===== config.mk =====
export PLATFORM = sky130hd
export DESIGN_NAME = ret_addr_stack
export DESIGN_NICKNAME = d
export VERILOG_FILES = /design/src/rtl/ret_addr_stack.sv
export SDC_FILE = /design/constraint.sdc
export NUM_CORES = 1
export LEC_CHECK = 0
export ABC_CLOCK_PERIOD_IN_PS = 4000
export BUFFER_PORTS_ARGS = -buffer_cell sky130_fd_sc_hd__buf_2
export CORE_MARGIN = 3
export CORE_UTILIZATION = 59
export CTS_BUF_LIST = sky130_fd_sc_hd__clkbuf_4
export DETAILED_ROUTE_END_ITERATION = 12
export GPL_ROUTABILITY_DRIVEN = 0
export GPL_TIMING_DRIVEN = 0
export PLACE_DENSITY = 0.89
export RECOVER_POWER = 25
export SLEW_MARGIN = 30
export SYNTH_ARGS = -nofsm -noshare
export SYNTH_HDL_FRONTEND = slang
export SYNTH_SLANG_ARGS = --single-unit

===== constraint.sdc =====
create_clock -name clk -period 4 [get_ports clk]
set_input_delay 0.8 -clock clk [delete_from_list [all_inputs] [get_ports clk]]
set_output_delay 0.8 -clock clk [all_outputs]
set_load 0.02 [all_outputs]

===== src/rtl/ret_addr_stack.sv =====
module ret_addr_stack #(
  parameter int PC_W  = 12,
  parameter int DEPTH = 4
) (
  input  logic            clk,
  input  logic            rst_n,
  input  logic            push,
  input  logic [PC_W-1:0] push_addr,
  input  logic            pop,
  output logic [PC_W-1:0] ret_addr,
  output logic            full,
  output logic            empty,
  input  logic            irq_req,
  output logic            irq_ack
);
  localparam int PW = $clog2(DEPTH);
  localparam int CW = $clog2(DEPTH + 1);

  logic [PC_W-1:0] slot [DEPTH];
  logic [PW-1:0]   wp;
  logic [CW-1:0]   cnt;
  logic [PW-1:0]   top_idx;
  logic            do_pop;

  assign top_idx  = wp - 1'b1;
  assign ret_addr = slot[top_idx];
  assign full     = (cnt == CW'(DEPTH));
  assign empty    = (cnt == '0);
  assign irq_ack  = irq_req & ~full;
  assign do_pop   = pop & ~empty;

  always_ff @(posedge clk) begin
    if (!rst_n) begin
      wp  <= '0;
      cnt <= '0;
      for (int i = 0; i < DEPTH; i++) slot[i] <= '0;
    end else if (push && do_pop) begin
      slot[top_idx] <= push_addr;
    end else if (push) begin
      slot[wp] <= push_addr;
      wp       <= wp + 1'b1;
      if (!full) cnt <= cnt + 1'b1;
    end else if (do_pop) begin
      wp  <= top_idx;
      cnt <= cnt - 1'b1;
    end
  end

  p_count_bound_r3: assert property (@(posedge clk) disable iff (!rst_n)
    cnt <= CW'(DEPTH));
  p_no_ack_when_full_r4: assert property (@(posedge clk) disable iff (!rst_n)
    full |-> !irq_ack);
  p_overflow_stays_full_r6: assert property (@(posedge clk) disable iff (!rst_n)
    (full && push && !pop) |=> full);
  p_empty_pop_holds_r7: assert property (@(posedge clk) disable iff (!rst_n)
    (empty && pop && !push) |=> empty && $stable(ret_addr));
  p_pop_then_push_r8: assert property (@(posedge clk) disable iff (!rst_n)
    (push && pop && !empty) |=> ret_addr == $past(push_addr) && $stable(cnt));
  p_pop_frees_r5: assert property (@(posedge clk) disable iff (!rst_n)
    (full && pop && !push) |=> !full);
endmodule


### Yosys cells after proc, flatten, opt, wreduce, memory -nomap -nowiden

Memory sizes are Yosys's and may differ from the RTL's.
Cells that the tools add are included.

* add/subtract/negate cells: 4
* equal/unequal tests: 2
* mux-type cells: 19
* bitwise logic cells: 5
* reduce and logical (&&, ||, !) cells: 7

Operators with widths (count)
* 12-bit 2-to-1 mux: 2
* 12-bit OR reduction: 2
* 1-bit 2-to-1 mux: 10
* 3-bit 2-to-1 mux: 3
* 2-bit 2-to-1 mux: 4
* 3-bit by 1-bit adder with 3-bit output, second input constant: 1
* 3-bit == test, second input constant: 1
* 3-bit zero test: 1
* 1-bit NOT: 3
* 3-bit AND reduction: 1
* 3-bit by 1-bit subtractor with 3-bit output, second input constant: 1
* 2-bit by 1-bit adder with 2-bit output, second input constant: 1
* 1-bit bitwise AND: 2
* 2-bit != test, second input constant: 1
* 2-bit AND reduction: 1
* 2-bit nonzero test: 1
* 2-bit by 1-bit subtractor with 2-bit output, second input constant: 1
* 1-bit logical AND: 1

* bits in registers: 5
* bits in writable memories: 48
* input port bits: 17
* output and inout port bits: 15
* word-level logic and storage cells: 40
* memories: 1

Memory list
* slot: depth 4, bits a word 12, rd ports 1, clocked after memory_dff 0, wr ports 4, RTL line 19 `logic [PC_W-1:0] slot [DEPTH];`

### Depth between registers and ports, before layout

* word-level depth: 10
* gate-level depth with buffers: 8
* mapped depth without buffers: 7

### Least setup slack after synthesis

Ideal clock, no wire load.

* path type: reg-to-reg
* from: register cnt[0]
* to: memory slot[3][0] (enable)
* arrival: 2975 ps
* required time: 3575 ps
* slack: 600 ps
* stages on the path, launching flop included: 7
* clock period less this slack: 3400 ps
* cell sequence: dfxtp_1 -> nor3_1 -> nand2b_1 -> inv_1 -> ha_1 -> o21a_1 -> o311ai_0

RTL lines
* start: declaration: RTL line 21 `logic [CW-1:0] cnt;`
* start signal: assignment: RTL line 42 `if (!full) cnt <= cnt + 1'b1;`
* start signal: assignment: RTL line 45 `cnt <= cnt - 1'b1;`
* end: declaration: RTL line 19

==> results.rst <==
.. list-table::
   :header-rows: 1

   * - Metric
     - Value
   * - Run status
     - complete, but fails checks
   * - Violations in the final reports
     - capacitance limit
   * - Series of cell instances along the critical path
     - clkbuf_1 -> clkbuf_1 -> inv_1 -> o311ai_0 -> buf_4
   * - Count of final hold-check violations
     - 0
   * - Fraction of synthesis flops using an asynchronous set or reset pin
     - 0%
   * - Startpoint of the lowest-slack hold path
     - cnt[0]$_SDFFE_PN0P_
   * - Internal
     - 1050 uW
   * - Share of power burned in combinational logic
     - 40.7%
   * - Most area-consuming cells after synthesis
     - sky130_fd_sc_hd__edfxtp_1 (57%), sky130_fd_sc_hd__mux4_2 (6.3%), sky130_fd_sc_hd__mux4_1 (5.2%), sky130_fd_sc_hd__nor2_1 (5.1%), sky130_fd_sc_hd__dfxtp_1 (4.0%)
   * - Predominant post-synthesis flop cell
     - sky130_fd_sc_hd__edfxtp_1
   * - Cell count after placement
     - 268
   * - Worst path bufs/invs
     - 4
   * - Gate Count Post-Synth
     - 184
   * - Number of sinks driven by the clock tree
     - 53
   * - Clock power share
     - 14.8%
   * - List of most frequent post-synthesis cells
     - sky130_fd_sc_hd__edfxtp_1 (48), sky130_fd_sc_hd__nor2_1 (34), sky130_fd_sc_hd__nand2_1 (20)
   * - Startpoint class of the critical path
     - primary input
   * - Post-route cell area
     - 2820 um^2
   * - Worst-case hold path end point
     - cnt[0]$_SDFFE_PN0P_
   * - Via count of the first global-routing pass
     - 1661
   * - Area overhead of the layout relative to synthesis
     - 12.2%
   * - GR Overflow Total
     - 0
   * - Drt first-iter violations
     - 142
   * - DRC
     - 0
   * - Reg-to-reg endpoint
     - slot[3][3]$_DFFE_PP_
   * - Proportion of synthesized chip area in sequential cells
     - 61.4%
   * - Non-Filler Instances
     - 276
   * - Setup repair after global routing missed its margin
     - no
   * - Clk slew on worst S/H paths
     - 0.16 ns
   * - Instance count on the critical path
     - 5
   * - Peak supply drop
     - 0.445 mV
   * - Number of buffers inserted by post-CTS setup repair
     - 0
   * - PD cells
     - 587 nW/um^2
   * - Max-slew headroom
     - 0.837%
   * - Cell area reported after detailed placement
     - 2780 um^2
   * - Via-per-instance ratio
     - 5.80
   * - Number of placement rows
     - 23
   * - Clk_lat worst skew
     - 0.37 ns
   * - Clock tree root buffer cell
     - sky130_fd_sc_hd__clkbuf_4
   * - Overall global routing resource usage
     - 21.3%
   * - Count of pins on the block boundary
     - 32
   * - Chip height
     - 71.2 um
   * - Signal arrival time at the worst endpoint
     - 3.22 ns
   * - Antenna diodes
     - 0
   * - Max-cap violations
     - 1
   * - Reg power frac
     - 44.5%
   * - Fmax achieved
     - 320 MHz
   * - Cell depth of the worst hold path
     - 2
   * - Leakage power total
     - 0.00115 uW
   * - Setup clock skew after layout
     - 0.0131 ns
   * - Actual slew at the worst max-slew pin
     - 1.47 ns
   * - Per-cell routed wire length
     - 17.9 um
   * - Maximum net fanout on the critical path
     - 10
   * - Worst setup EP type
     - register
   * - Longest individual stage delay on the worst path
     - 1.25 ns
   * - CTS resizes
     - 0
   * - H-tree depth
     - 2
   * - Maximum number of pins on one net before global-route repair
     - 19
   * - Library cell with the largest summed area after synthesis
     - sky130_fd_sc_hd__edfxtp_1
   * - Total number of yosys warnings
     - 0
   * - Data required time at the worst endpoint
     - 4.09 ns
   * - Average footprint of a synthesized cell
     - 13.6 um^2
   * - Critical-path top delay cell
     - sky130_fd_sc_hd__o311ai_0
   * - Net switching fraction of the power
     - 36.2%
   * - Area of the multi-input gates
     - 822 um^2
   * - Flop2flop setup slack
     - 1.02 ns
   * - Initial core utilization
     - 61.9%
   * - Number of register bits inferred by synthesis
     - 53
   * - Critical R2R Launch
     - cnt[0]$_SDFFE_PN0P_
   * - Total Wirelength
     - 4950 um
   * - Input/output buffers
     - 30
   * - Antenna-violating nets left
     - 0
   * - TritonCTS clock tree
     - done
   * - Share of the synthesized area in the top cell type
     - 57.4%
   * - Die Area
     - 5080 um^2
   * - Minimum clock period after layout
     - 3.12 ns
   * - Fraction of layout cells with a size suffix above 1
     - 28.3%
   * - FILL cells
     - 257
   * - Min-Delay Path Class
     - register to register
   * - Number of buffers created by CTS
     - 5
   * - Dpl hpwl
     - 3630 um
   * - Final layout net count
     - 246
   * - EDFF count, synth
     - 48
   * - Storage element area
     - 1540 um^2
   * - Hold buffers post-CTS
     - 0
   * - Detailed-routing iteration count for the pre-antenna-repair pass
     - 4
   * - Number of buffers on the longest clock path
     - 2
   * - Count of endpoints failing setup in the final report
     - 0
   * - Die X
     - 71.2 um
   * - Length in cells of the worst reg-to-reg path
     - 7
   * - Final Cycle Share
     - 78.1%
   * - Via Count
     - 1602
   * - Number of distinct library cell variants in the gate-level netlist after synthesis
     - 37
   * - Post-synthesis net count
     - 205
   * - Placeable core region
     - 4060 um^2
   * - Global-route wire length before repair
     - 8090 um
   * - Critical path class
     - primary input to register
   * - Synth Cell Area
     - 2510 um^2
   * - Most frequent cell after synthesis
     - sky130_fd_sc_hd__edfxtp_1
   * - CP dominant cell by count
     - sky130_fd_sc_hd__clkbuf_1
   * - Final Max Tran Viols
     - 0
   * - Top Family by Delay on Critical Path
     - compound AO/OA/AOI/OAI gates
   * - Antenna violations before repair
     - 0
   * - Switching Power
     - 599 uW
cell families after synthesis:
kind of cell	synth area share, %
DFF	61.4
muxes	11.9
AOI/OAI and AO/OA	4.38
and+or+nand+nor	13.3
xor gates and xnor gates	1.05
buffers and inverters	5.73
adders and majority gates	2.29
worst max path at each step:
stage	from	slack, ns	endpoint
global route	push	0.76	slot[3][4]$_DFFE_PP_
CTS	cnt[0]$_SDFFE_PN0P_	1.35	slot[1][3]$_SDFFCE_PN0P_
floorplan	cnt[0]$_SDFFE_PN0P_	0.60	slot[3][0]$_DFFE_PP_
detailed placement	pop	1.11	slot[1][11]$_SDFFCE_PN0P_
global placement	pop	-0.47	slot[3][10]$_DFFE_PP_
finish	push	0.88	slot[3][3]$_DFFE_PP_
worst register-to-register path, cell delays in order, from the launching register on:
cell and delay [ns]:
sky130_fd_sc_hd__dfxtp_1 0.38, sky130_fd_sc_hd__nor3_1 0.21, sky130_fd_sc_hd__nand2b_1 0.18, sky130_fd_sc_hd__inv_1 0.05, sky130_fd_sc_hd__ha_1 0.24, sky130_fd_sc_hd__o21a_1 0.13
sky130_fd_sc_hd__o311ai_0 1.17, sky130_fd_sc_hd__buf_4 0.33
through the flow:
step | power (uW) | TNS (ns) | setup slack [ns] | hold slack (ns) | util [%]
final | 1650 | 0 | 0.875 | 0.550 | 69.4
after global routing | 1730 | 0 | 0.761 | 0.578 | 69.4
after CTS | 1660 | 0 | 1.35 | 0.539 | 70.0
after detailed placement | 1430 | 0 | 1.11 | 0.519 | 68.4
after global placement | 1390 | -5.62 | -0.469 | 0.503 | 67.1
after floorplan | 1230 | 0 | 0.600 | 0.484 | -
placed cells by master, fill, tap and decap left out, drive strengths merged, types with 2 or more instances in the layout:
cell type	n
nor2b	2
o21ai	3
mux4	12
nand2	20
clkinv	2
and3b	2
o21a	2
o2111ai	2
dfxtp	5
o211ai	2
and2	2
ha	3
xnor2	2
buf	40
o22ai	2
inv	16
nor2	38
clkbuf	10
edfxtp	48
state kept, by name, summed over array words and instances, names as in the netlist:
signal,count
cnt,3
slot,48
wp,2
power by group through the flow:
stage	sequential, uW	clock [uW]	combinational (uW)
2_1_floorplan	734	0	499
3_3_place_gp	743	0	649
3_5_place_dp	749	0	683
4_1_cts	735	242	685
5_1_grt	743	267	724
6_report	735	245	672
area by class of cell:
class                   instances  area share, %
multi-input cells             105           29.2
repair buffers                 34           6.57
plain buffers                  11           3.02
clock buffers                   5           1.33
flip-flops and latches         53           54.7
well taps                      50           2.22
inverters                      15           2.00
clock inverters                 3          0.933
per-layer routing:
metal  up-vias  global-route usage, %  wire, um
li1        747                      -         -
met1       791                   25.5      1900
met2        56                   38.0      2680
met3         8                   4.49       279
met4         0                   7.93        89
met5         -                      0         0
Power figures use the tool's default switching activity.
